**config.mk**
```make
export PLATFORM = sky130hd
export DESIGN_NAME = gpw_csr_unit
export DESIGN_NICKNAME = d
export VERILOG_FILES = /design/src/rtl/gpw_pkg.sv /design/src/rtl/gpw_sync.sv /design/src/rtl/gpw_pinregs.sv /design/src/rtl/gpw_waitctl.sv /design/src/rtl/gpw_csr_unit.sv
export SDC_FILE = /design/constraint.sdc
export NUM_CORES = 1
export LEC_CHECK = 0
export ABC_AREA = 1
export CORE_MARGIN = 4
export CORE_UTILIZATION = 45
export CTS_CLUSTER_DIAMETER = 120
export DETAILED_ROUTE_END_ITERATION = 6
export DONT_BUFFER_PORTS = 1
export PLACE_DENSITY = 0.67
export SYNTH_ARGS = -nofsm -noshare
export SYNTH_HDL_FRONTEND = slang
export SYNTH_HIERARCHICAL = 1
export SYNTH_SLANG_ARGS = --single-unit
```
**constraint.sdc**
```tcl
create_clock -name clk -period 4.3 [get_ports clk]
set_clock_uncertainty 0.2 [all_clocks]
set_input_delay 0.215 -clock clk [delete_from_list [all_inputs] [get_ports clk]]
set_output_delay 0.215 -clock clk [all_outputs]
set_load 0.01 [all_outputs]
```
**src/rtl/gpw_pkg.sv**
```systemverilog
package gpw_pkg;
  typedef enum logic [2:0] {
    SEL_NONE = 3'd0,
    SEL_OUT  = 3'd1,
    SEL_DIR  = 3'd2,
    SEL_WAIT = 3'd3,
    SEL_IN   = 3'd4,
    SEL_CNT  = 3'd5
  } gpw_sel_e;
endpackage

```
**src/rtl/gpw_sync.sv**
```systemverilog
module gpw_sync #(
  parameter int PIN_W  = 32,
  parameter int STAGES = 2
) (
  input  logic             clk,
  input  logic             rst_n,
  input  logic [PIN_W-1:0] async_i,
  output logic [PIN_W-1:0] sync_o
);
  logic [PIN_W-1:0] stg_q [STAGES];

  generate
    for (genvar s = 0; s < STAGES; s++) begin : g_stage
      logic [PIN_W-1:0] stg_d;
      if (s == 0) begin : g_first
        always_comb stg_d = async_i;
      end else begin : g_rest
        always_comb stg_d = stg_q[s-1];
      end
      always_ff @(posedge clk or negedge rst_n) begin
        if (!rst_n) stg_q[s] <= '0;
        else        stg_q[s] <= stg_d;
      end
    end
  endgenerate

  assign sync_o = stg_q[STAGES-1];
endmodule

```
**src/rtl/gpw_pinregs.sv**
```systemverilog
module gpw_pinregs #(
  parameter int PIN_W = 32
) (
  input  logic             clk,
  input  logic             rst_n,
  input  logic             stall_i,
  input  logic             wr_out_i,
  input  logic             wr_dir_i,
  input  logic [PIN_W-1:0] wdata_i,
  output logic [PIN_W-1:0] out_q,
  output logic [PIN_W-1:0] dir_q,
  output logic [PIN_W-1:0] pin_out,
  output logic [PIN_W-1:0] pin_oe
);
  logic [PIN_W-1:0] out_d, dir_d;

  always_comb begin
    out_d = out_q;
    dir_d = dir_q;
    if (wr_out_i) out_d = wdata_i;
    if (wr_dir_i) dir_d = wdata_i;
  end

  always_ff @(posedge clk or negedge rst_n) begin
    if (!rst_n) begin
      out_q <= '0;
      dir_q <= '0;
    end else begin
      if (wr_out_i) out_q <= out_d;
      if (wr_dir_i) dir_q <= dir_d;
    end
  end

  generate
    for (genvar i = 0; i < PIN_W; i++) begin : g_pad
      assign pin_oe[i]  = dir_q[i];
      assign pin_out[i] = dir_q[i] & out_q[i];
    end
  endgenerate

  // a pin that is not enabled never shows a driven 1
  p_undriven_low_r2: assert property (@(posedge clk) disable iff (!rst_n)
    (pin_out & ~pin_oe) == '0);

  // a frozen core cannot alter the pin registers
  p_frozen_pins_r9: assert property (@(posedge clk) disable iff (!rst_n)
    stall_i |=> ($stable(out_q) && $stable(dir_q)));
endmodule

```
**src/rtl/gpw_waitctl.sv**
```systemverilog
module gpw_waitctl #(
  parameter int CNT_W = 32
) (
  input  logic             clk,
  input  logic             rst_n,
  input  logic             wr_i,
  input  logic [CNT_W-1:0] wdata_i,
  input  logic [CNT_W-1:0] cnt_i,
  output logic             stall_o,
  output logic [CNT_W-1:0] tgt_q
);
  logic             wait_q, wait_d;
  logic [CNT_W-1:0] tgt_d;
  logic             tgt_en;
  logic             hit;

  assign hit    = (cnt_i == tgt_q);
  assign tgt_en = wr_i & ~wait_q;

  always_comb begin
    wait_d = wait_q;
    tgt_d  = tgt_q;
    if (wait_q) begin
      if (hit) wait_d = 1'b0;
    end else if (wr_i) begin
      wait_d = 1'b1;
      tgt_d  = wdata_i;
    end
  end

  always_ff @(posedge clk or negedge rst_n) begin
    if (!rst_n) begin
      wait_q <= 1'b0;
      tgt_q  <= '0;
    end else begin
      wait_q <= wait_d;
      if (tgt_en) tgt_q <= tgt_d;
    end
  end

  assign stall_o = wait_q;

  // accepted write arms the stall with the written target
  p_arm_r7: assert property (@(posedge clk) disable iff (!rst_n)
    (!wait_q && wr_i) |=> (wait_q && tgt_q == $past(wdata_i)));

  // no release before the match
  p_hold_r7: assert property (@(posedge clk) disable iff (!rst_n)
    (wait_q && cnt_i != tgt_q) |=> wait_q);

  // exact equality releases at the next edge
  p_release_r8: assert property (@(posedge clk) disable iff (!rst_n)
    (wait_q && cnt_i == tgt_q) |=> !wait_q);

  // target is frozen during a wait
  p_tgt_frozen_r9: assert property (@(posedge clk) disable iff (!rst_n)
    wait_q |=> $stable(tgt_q));
endmodule

```
**src/rtl/gpw_csr_unit.sv**
```systemverilog
module gpw_csr_unit #(
  parameter int          ADDR_W    = 12,
  parameter int          DATA_W    = 32,
  parameter int          PIN_W     = 32,
  parameter int          CNT_W     = 32,
  parameter int          SYNC_STG  = 2,
  parameter logic [11:0] ADDR_OUT  = 12'h7C0,
  parameter logic [11:0] ADDR_DIR  = 12'h7C1,
  parameter logic [11:0] ADDR_WAIT = 12'h7C2,
  parameter logic [11:0] ADDR_IN   = 12'hFC0,
  parameter logic [11:0] ADDR_CNT  = 12'hFC1
) (
  input  logic              clk,
  input  logic              rst_n,
  input  logic [ADDR_W-1:0] csr_addr,
  input  logic [DATA_W-1:0] csr_wdata,
  input  logic              csr_we,
  output logic [DATA_W-1:0] csr_rdata,
  input  logic [PIN_W-1:0]  pin_in,
  output logic [PIN_W-1:0]  pin_out,
  output logic [PIN_W-1:0]  pin_oe,
  input  logic [CNT_W-1:0]  cycle_cnt,
  output logic              stall
);
  import gpw_pkg::*;

  gpw_sel_e         sel;
  logic             wr_ok;
  logic [PIN_W-1:0] in_sync, out_q, dir_q;
  logic [CNT_W-1:0] tgt_q;

  always_comb begin
    sel = SEL_NONE;
    if      (csr_addr == ADDR_W'(ADDR_OUT))  sel = SEL_OUT;
    else if (csr_addr == ADDR_W'(ADDR_DIR))  sel = SEL_DIR;
    else if (csr_addr == ADDR_W'(ADDR_WAIT)) sel = SEL_WAIT;
    else if (csr_addr == ADDR_W'(ADDR_IN))   sel = SEL_IN;
    else if (csr_addr == ADDR_W'(ADDR_CNT))  sel = SEL_CNT;
  end

  assign wr_ok = csr_we & ~stall;

  gpw_sync #(.PIN_W(PIN_W), .STAGES(SYNC_STG)) u_sync (
    .clk     (clk),
    .rst_n   (rst_n),
    .async_i (pin_in),
    .sync_o  (in_sync)
  );

  gpw_pinregs #(.PIN_W(PIN_W)) u_pins (
    .clk      (clk),
    .rst_n    (rst_n),
    .stall_i  (stall),
    .wr_out_i (wr_ok && sel == SEL_OUT),
    .wr_dir_i (wr_ok && sel == SEL_DIR),
    .wdata_i  (csr_wdata[PIN_W-1:0]),
    .out_q    (out_q),
    .dir_q    (dir_q),
    .pin_out  (pin_out),
    .pin_oe   (pin_oe)
  );

  gpw_waitctl #(.CNT_W(CNT_W)) u_wait (
    .clk     (clk),
    .rst_n   (rst_n),
    .wr_i    (wr_ok && sel == SEL_WAIT),
    .wdata_i (csr_wdata[CNT_W-1:0]),
    .cnt_i   (cycle_cnt),
    .stall_o (stall),
    .tgt_q   (tgt_q)
  );

  always_comb begin
    unique case (sel)
      SEL_OUT:  csr_rdata = DATA_W'(out_q);
      SEL_DIR:  csr_rdata = DATA_W'(dir_q);
      SEL_WAIT: csr_rdata = DATA_W'(tgt_q);
      SEL_IN:   csr_rdata = DATA_W'(in_sync);
      SEL_CNT:  csr_rdata = DATA_W'(cycle_cnt);
      default:  csr_rdata = '0;
    endcase
  end

  // writes to read-only addresses leave the pin registers alone
  p_ro_write_r6: assert property (@(posedge clk) disable iff (!rst_n)
    (csr_we && (sel == SEL_IN || sel == SEL_CNT)) |=>
      ($stable(pin_out) && $stable(pin_oe)));

  // unmapped reads return zero
  p_unmapped_zero_r10: assert property (@(posedge clk) disable iff (!rst_n)
    (sel == SEL_NONE) |-> (csr_rdata == '0));
endmodule

```
== After elaboration in Yosys (flattened, before gate mapping) ==
Cells that the tools add are included.

* Bits in registers: 161
* Bits of input ports: 111
* Output and inout port bits: 97

* Equality and inequality tests: 11
* Muxes and demuxes: 9
* Bitwise operators: 35
* Reductions and logical operators: 4

{| class="wikitable"
|+ Operators with widths
! operator !! count
|-
| $pmux W32 S5 || 1
|-
| $eq A12 B11 Y1 const B || 3
|-
| $and A1 B1 Y1 || 34
|-
| $eq A32 B32 Y1 || 1
|-
| $eq A12 B12 Y1 const B || 2
|-
| $mux W3 || 5
|-
| $eq A3 B2 Y1 const B || 2
|-
| $eq A3 B3 Y1 const B || 2
|-
| $eq A3 B1 Y1 const B || 1
|-
| $logic_and A1 B1 Y1 || 3
|-
| $mux W1 || 3
|-
| $reduce_and A3 Y1 || 1
|-
| $not A1 Y1 || 1
|}

== Depth between registers and ports, before layout ==
Gate-level depths: netlist of run 1.

* Word-level depth: 10
* Depth in mapped cells: 13
* Depth with buffers taken out: 10

== Cells and area by module ==
Netlist of run 1, hierarchy kept.

{| class="wikitable"
|+ Modules (own cells, without submodules)
! module !! times used !! cells an instance !! area an instance (um2) !! seq. area each (um2)
|-
| gpw_pinregs || 1 || 368 || 2990.4 || 1601.5
|-
| gpw_csr_unit || 1 || 332 || 1749.2 || 0.0
|-
| gpw_waitctl || 1 || 166 || 1694.1 || 825.8
|-
| gpw_sync || 1 || 64 || 1601.5 || 1601.5
|}

== Least setup slack after synthesis of run 1 ==
OpenSTA, ideal clock, no wires.

* Kind: input -> register
* From: input port csr_addr[5]
* To: register u_wait.tgt_q[0]
* Setup time: 125 ps
* Arrival time: 1559 ps
* Path slack: 2416 ps
* Stages: 10
* Cells stage by stage: nor2_2 > nand2_4 > nor2_4 > and2_2 > buf_6 > inv_2 > nor2_1 > nand2_2 > buf_6 > mux2_2

* Word-level cells in the longest chain between the ends: 10

{| class="wikitable"
|+ RTL lines
! what !! line !! source
|-
| start, declared || gpw_csr_unit.sv:15 || <nowiki>input logic [ADDR_W-1:0] csr_addr,</nowiki>
|-
| $eq A12 B12 Y1 || gpw_csr_unit.sv:38 || <nowiki>else if (csr_addr == ADDR_W'(ADDR_CNT)) sel = SEL_CNT;</nowiki>
|-
| $mux W3 || gpw_csr_unit.sv:38 ||
|-
| $mux W3 || gpw_csr_unit.sv:37 || <nowiki>else if (csr_addr == ADDR_W'(ADDR_IN)) sel = SEL_IN;</nowiki>
|-
| $mux W3 || gpw_csr_unit.sv:36 || <nowiki>else if (csr_addr == ADDR_W'(ADDR_WAIT)) sel = SEL_WAIT;</nowiki>
|-
| $mux W3 || gpw_csr_unit.sv:35 || <nowiki>else if (csr_addr == ADDR_W'(ADDR_DIR)) sel = SEL_DIR;</nowiki>
|-
| $mux W3 (*) || gpw_csr_unit.sv:34 || <nowiki>if (csr_addr == ADDR_W'(ADDR_OUT)) sel = SEL_OUT;</nowiki>
|-
| $eq A3 B2 Y1 (*) || gpw_csr_unit.sv:66 || <nowiki>.wr_i (wr_ok && sel == SEL_WAIT),</nowiki>
|-
| $logic_and A1 B1 Y1 (*) || gpw_csr_unit.sv:66 ||
|-
| $and A1 B1 Y1 || gpw_waitctl.sv:18 || <nowiki>assign tgt_en = wr_i & ~wait_q;</nowiki>
|-
| $reduce_and A3 Y1 (no source line) (*) || n/a ||
|-
| end signal, assigned || gpw_waitctl.sv:37 || <nowiki>if (tgt_en) tgt_q <= tgt_d;</nowiki>
|-
| end, declared || gpw_waitctl.sv:10 || <nowiki>output logic [CNT_W-1:0] tgt_q</nowiki>
|}

Mark *: on every way between the ends. The rest lies on a longest branch, timed or not.
A chain may end at the register's enable or synchronous reset.

== Final worst setup path of run 1 ==
* From: input port csr_addr[9]
* To: output port csr_rdata[27]

* Word-level cells in the longest chain between the ends: 8

{| class="wikitable"
|+ RTL lines
! what !! line !! source
|-
| $eq A12 B12 Y1 || gpw_csr_unit.sv:38 ||
|-
| $mux W3 || gpw_csr_unit.sv:38 ||
|-
| $mux W3 || gpw_csr_unit.sv:37 ||
|-
| $mux W3 || gpw_csr_unit.sv:36 ||
|-
| $mux W3 || gpw_csr_unit.sv:35 ||
|-
| $mux W3 (*) || gpw_csr_unit.sv:34 ||
|-
| $eq A3 B3 Y1, or another cell as far along || gpw_csr_unit.sv:74 || <nowiki>unique case (sel)</nowiki>
|-
| $pmux W32 S5 (*) || gpw_csr_unit.sv:74 ||
|-
| end, declared || gpw_csr_unit.sv:18 || <nowiki>output logic [DATA_W-1:0] csr_rdata,</nowiki>
|}

Marked as above.

==> results_dict.tcl, run 1 <==
set metrics [dict create \
    min-delay-start "cycle_cnt[20]" \
    reg2reg_slack_ns 1.74 \
    timing.setup.tns_ns 0 \
    vias 6104 \
    grt_pass1_wl_um 36200 \
    cts_root_buffer "clkbuf_16" \
    path_buf_inv 2 \
    startpoint "csr_addr[9]" \
    synth.distinct_cells 29 \
    syn_inst 930 \
    post_cts_resized 0 \
    p_per_area_nw_per_um2 354 \
    avgSynthCellArea_um2 8.64 \
    synth-xor-area-share_pct 2.83 \
    period_share_pct 68.5 \
    async_reset_ff_share_pct 100 \
    ys_dominant_reg_cell "dfrtp_1" \
    grt_max_degree 162 \
    worstPathCellList "nand2_1, nor2_4, nand2_1, inv_2, nand2_1, buf_4, nand4_1, nand4_1" \
    synth_commonest_cells "nand2_1 (367), dfrtp_1 (161), inv_1 (79), nand3_1 (54), nand4_1 (54)" \
    crit_top_cell "nand2_1" \
    max-cap-violations 0 \
    layout-drive-gt1-share_pct 12.5 \
    drt-total-wl_um 22600 \
    first_pass_iters 5 \
    yosys.area.top_type "dfrtp_1" \
    r2r_end "u_pins/out_q[16]" \
    cts.path.max_buffers 2 \
    place_hpwl_um 14600 \
    area_growth_pct 12.3 \
    nets 1059 \
    boundaryPins 208 \
    start_util_pct 46.1 \
    yosys.area_share.simple_pct 30.8 \
    yosysWarnings 6 \
    timing.rr.start "u_wait/stall_o" \
    peakVddDrop_mv 0.277 \
    status "finished clean" \
    synth_top_cell_area_share_pct 50.1 \
    core_um2 17400 \
    fin_crit_ns 2.94 \
    synthAdderAreaFrac_pct 0 \
    fp.dieH_um 142 \
    clock_latency_ns 0.42 \
    synth_area_um2 8040 \
    critPathRequiredTime_ns 3.88 \
    synth_area_leaders "dfrtp_1 (50%), nand2_1 (17%), nand4_1 (4.2%), inv_1 (3.7%), mux2_2 (3.6%)" \
    dp.cells 1088 \
    cts_sinks 161 \
    cts_tree "built" \
    instances_no_fill 1185 \
    grt_overflow 0 \
    post_drt_wl_per_cell_um 19.1 \
    drc_errors 0 \
    diodes 0 \
    crit_path_end_kind "output port" \
    slew_viol_final 0 \
    portBuffers 0 \
    dieWidth_um 142 \
    drtIter0Drc 396 \
    cp.arrival_ns 2.53 \
    synth.most_common_cell "nand2_1" \
    slew_headroom_pct 37.7 \
    fmax_mhz 340 \
    r2r_cells 7 \
    synth_top_family_by_area "simple AND/OR/NAND/NOR gates" \
    cts_htree_levels 4 \
    power.leakage_nw 4.63 \
    setup_ws_ns 1.36 \
    grt_usage_pct 23.2 \
    clk_pin_slew_ns 0.06 \
    hold_class "primary input to register" \
    path_class "primary input to output port" \
    whs_path_depth 8 \
    cp_num_cells 8 \
    slowest_delay_ns 0.71 \
    start_kind "primary input" \
    gp_congestion 0.817 \
    viasPerCell 5.15 \
    numCtsBuffers 17 \
    worstMarginPinSlew_ns 0.931 \
    setup_viol 0 \
    synth-seq-cells 161 \
    seq_area_frac_synth_pct 50.1 \
    synth-edff-count 0 \
    crit_fanout 30 \
    antenna_found_initial 0 \
    synth_nets 1041 \
    design.die.area_um2 20100 \
    yosys-mux-area-fraction_pct 3.64 \
    dp_slack_ns 1.34 \
    cp_top_family "simple AND/OR/NAND/NOR gates" \
    hold_viol_final 0 \
    ant_nets 0 \
    fp-row-count 48 \
    holdPathEnd "u_wait/stall_o" \
    synth_compound_area_share_pct 0.374 \
    grt_pass1_vias 6384 \
    slowest_stage "nand2_1" \
    rsz0062_at_grt "false" \
]
==> area by class of cell <==
cell class,instances,area (um^2)
clock buffer,22,454
clock inverter,9,109
fill,1629,8390
inverter,93,357
multi-input combinational,599,3040
sequential,161,4030
tap,225,282
timing repair buffer,76,753
==> cells by family after synthesis <==
group	count (synthesis)
xor+xnor	26
mux	26
simple gates	541
flops	161
buf+inv	170
compound gates	6
==> stage by stage <==
| step | hold slack, ns | util, % | instance area [um^2] | power, mW |
|---|---|---|---|---|
| after floorplan | -0.281 | - | 8040 | 1.63 |
| after global placement | -0.272 | 44.7 | 7790 | 1.64 |
| final | 0.0102 | 51.8 | 9030 | 3.19 |
| after detailed placement | -0.274 | 44.7 | 7790 | 1.65 |
| after global routing | 0.0450 | 51.8 | 9030 | 3.31 |
| after CTS | 0.0144 | 51.8 | 9030 | 3.23 |
==> state kept, by name, indices dropped and copies added (netlist names) <==
register,count
u_pins/dir_q,32
u_pins/out_q,32
u_sync/sync_o,32
u_wait/stall_o,1
u_wait/tgt_q,32
u_sync/g_stage.stg_d,32
==> layer usage <==
metal,vias up,global-route usage [%],part of all wire [%]
li1,2916,-,-
met2,259,38.1,49
met1,2906,30.3,41
met5,-,0,0
met4,0,6.62,1.3
met3,23,6.54,8.6
==> layout by cell type (no fill, tap or decap), types with 3 or more instances in the layout <==
master,netlist,layout
clkbuf_1,0,4
nor2_1,21,21
nand4_2,7,7
buf_4,38,10
dlygate4sd3_1,0,65
nor2_4,4,5
inv_2,12,12
clkbuf_16,0,17
nand3b_1,3,3
inv_1,79,79
nand3_1,54,54
nand2_2,12,12
nand3_2,10,10
xnor2_1,26,26
a21oi_1,6,6
nand2_1,367,367
dfrtp_1,161,161
mux2_2,26,26
nand4_1,54,54
clkinvlp_4,0,4
==> tightest hold or removal path: stages <==
cell and delay (ns):
xnor2_1 0.04, nand2_1 0.06, nor2_1 0.04, nand2_1 0.06, nor2_1 0.04, nand2_1 0.05
nand2_1 0.04, nand2_1 0.04
==> worst max-delay path by stage <==
stage	slack, ns	to
floorplan	2.42	u_wait/tgt_q[0]
global placement	1.41	csr_rdata[22]
detailed placement	1.34	u_wait/tgt_q[2]
CTS	1.34	csr_rdata[22]
global route	1.15	csr_rdata[27]
finish	1.36	csr_rdata[27]
==> power breakdown <==
group / switching, mW / total (mW) / internal, mW
Clock: 0.616 / 1.48 / 0.868
Combinational: 0.0816 / 0.145 / 0.0630
Sequential: 0.0148 / 1.56 / 1.55
Total: 0.713 / 3.19 / 2.48
==> timing repair <==
action                                  in CTS  in global routing
setup buffers                                0                  0
hold endpoints to repair                   289                  0
endpoints found under the setup margin       0                  0
hold buffers                                66                  0
Power figures use the tool's default switching activity.
==> run 2: changes to the inputs <==
clock period = 2.9 ns   (was 4.3 ns; I/O delays follow)
==> run 2 against run 1 <==
The run now ends with hold timing left. Via count is 2.1% higher. Worst setup slack worse by 1.1 ns. Cell count is 1.6% higher. Critical endpoint is now u_wait/stall_o. Largest power group unchanged.
==> results_dict.tcl, run 2 (synthesis results as in run 1) <==
set metrics [dict create \
    grt_max_degree 162 \
    design.die.area_um2 20100 \
    fmax_mhz 384 \
    critPathRequiredTime_ns 3.00 \
    place_hpwl_um 14600 \
    boundaryPins 208 \
    drtIter0Drc 461 \
    area_growth_pct 14.6 \
    fp-row-count 48 \
    postCtsHoldBufs 81 \
    max-cap-violations 0 \
    clk_pin_slew_ns 0.06 \
    cts_sinks 161 \
    hold_viol_final 161 \
    violations "hold timing" \
    fin_crit_ns 2.60 \
    whs_ns -0.777 \
    timing.rr.start "u_wait/tgt_q[3]" \
    cp.arrival_ns 2.71 \
    slew_headroom_pct 53.7 \
    crit_path_end_kind "register" \
    numCtsBuffers 17 \
    timing.setup.tns_ns 0 \
    nets 1079 \
    drc_errors 0 \
    clock_latency_ns 0.42 \
    rsz0062_at_grt "false" \
    first_pass_iters 5 \
    antenna_found_initial 1 \
    status "finished with violations" \
    cts_root_buffer "clkbuf_16" \
    peakVddDrop_mv 0.393 \
    portBuffers 0 \
    cts_tree "built" \
    vias 6233 \
    reg2reg_slack_ns 0.30 \
    setup_viol 0 \
    fp.dieH_um 142 \
    total_power_mw 4.63 \
    hold_class "primary input to async pin" \
    grt_pass1_vias 6332 \
    crit_fanout 3 \
    startpoint "u_wait/tgt_q[3]" \
    drt-total-wl_um 22900 \
    start_util_pct 46.1 \
    dieWidth_um 142 \
    final_common_cell "nand2_1" \
    power.leakage_nw 4.72 \
    r2r_end "u_wait/stall_o" \
    post_cts_resized 0 \
    slew_viol_final 0 \
    layout-drive-gt1-share_pct 12.8 \
    period_share_pct 89.7 \
    path_class "register to register" \
    worstMarginPinSlew_ns 0.694 \
    p_per_area_nw_per_um2 503 \
    grt_pass1_wl_um 35600 \
    grt_overflow 0 \
    start_kind "register" \
    core_um2 17400 \
    post_drt_wl_per_cell_um 19.0 \
    viasPerCell 5.18 \
    cts_htree_levels 4 \
    ant_nets 0 \
    r2r_cells 10 \
    cts.path.max_buffers 2 \
    gp_congestion 0.786 \
    mostFrequentLayoutCells "nand2_1 (367), dfrtp_1 (161), dlygate4sd3_1 (81), inv_1 (79)" \
    grt_usage_pct 23.1 \
]
## run 2: cell count changes in the layout (fill, tap and decap cells not counted), sizes merged
cell         change
diode            +1
clkbuf           -4
clkinv           +3
dlygate4sd3     +16
inv              -1
buf              +4
## run 2: how the worst max path moves through the flow
| stage | endpoint | slack [ns] | cells after the start |
|---|---|---|---|
| final | u_wait/stall_o | 0.30 | 10 |
| after global routing | u_wait/stall_o | 0.16 | 10 |
| after CTS | u_wait/stall_o | 0.29 | 10 |
| after detailed placement | u_wait/tgt_q[13] | 0.83 | 10 |
| after global placement | u_pins/out_q[3] | 0.84 | 6 |
| after floorplan | u_wait/tgt_q[0] | 1.09 | 10 |
## run 2: repair_timing
item | in CTS | in global routing
endpoints found under the hold margin | 290 | 161
setup endpoints to repair | 0 | 0
buffers inserted | 0 | 0
## run 2: critical path, stage by stage (launching register included)
cell and delay (ns):
dfrtp_1 0.40, xnor2_1 0.19, nand2_1 0.08, dlygate4sd3_1 0.57
nor2_1 0.15, nand2_1 0.08, dlygate4sd3_1 0.57, nor2_1 0.09
nand2_1 0.06, nand2_1 0.05, nand2_1 0.05
## run 2: through the flow
step / utilization [%] / setup slack, ns / area, um^2 / std cells / hold WS (ns)
after floorplan: - / 1.09 / 8040 / 930 / -0.351
after global routing: 52.9 / 0.160 / 9210 / 1204 / -0.803
final: 52.9 / 0.297 / 9210 / 1204 / -0.777
after global placement: 45.1 / 0.843 / 7850 / 1093 / -0.343
after CTS: 52.9 / 0.293 / 9210 / 1203 / -0.797
after detailed placement: 45.1 / 0.829 / 7850 / 1093 / -0.346
## run 2: power breakdown
group	switching [mW]	internal, mW	total (mW)
clock network	0.886	1.25	2.13
logic	0.0827	0.101	0.183
registers	0.0188	2.30	2.32
total	0.988	3.64	4.63
## run 2: cell type report
class | instances | area [um^2]
Fill cell | 1587 | 8210
Sequential cell | 161 | 4030
Multi-Input combinational cell | 599 | 3040
Timing Repair Buffer | 96 | 948
Clock buffer | 18 | 429
Inverter | 93 | 357
Tap cell | 225 | 282
Clock inverter | 11 | 119
Antenna cell | 1 | 2.50
## run 2: routing by layer
| metal | GRT usage, % | vias up | part of all wire, % |
|---|---|---|---|
| li1 | - | 2951 | - |
| met1 | 29.4 | 2984 | 41 |
| met5 | 0 | - | 0 |
| met2 | 37.9 | 255 | 49 |
| met4 | 7.73 | 0 | 2.1 |
| met3 | 6.54 | 43 | 7.8 |
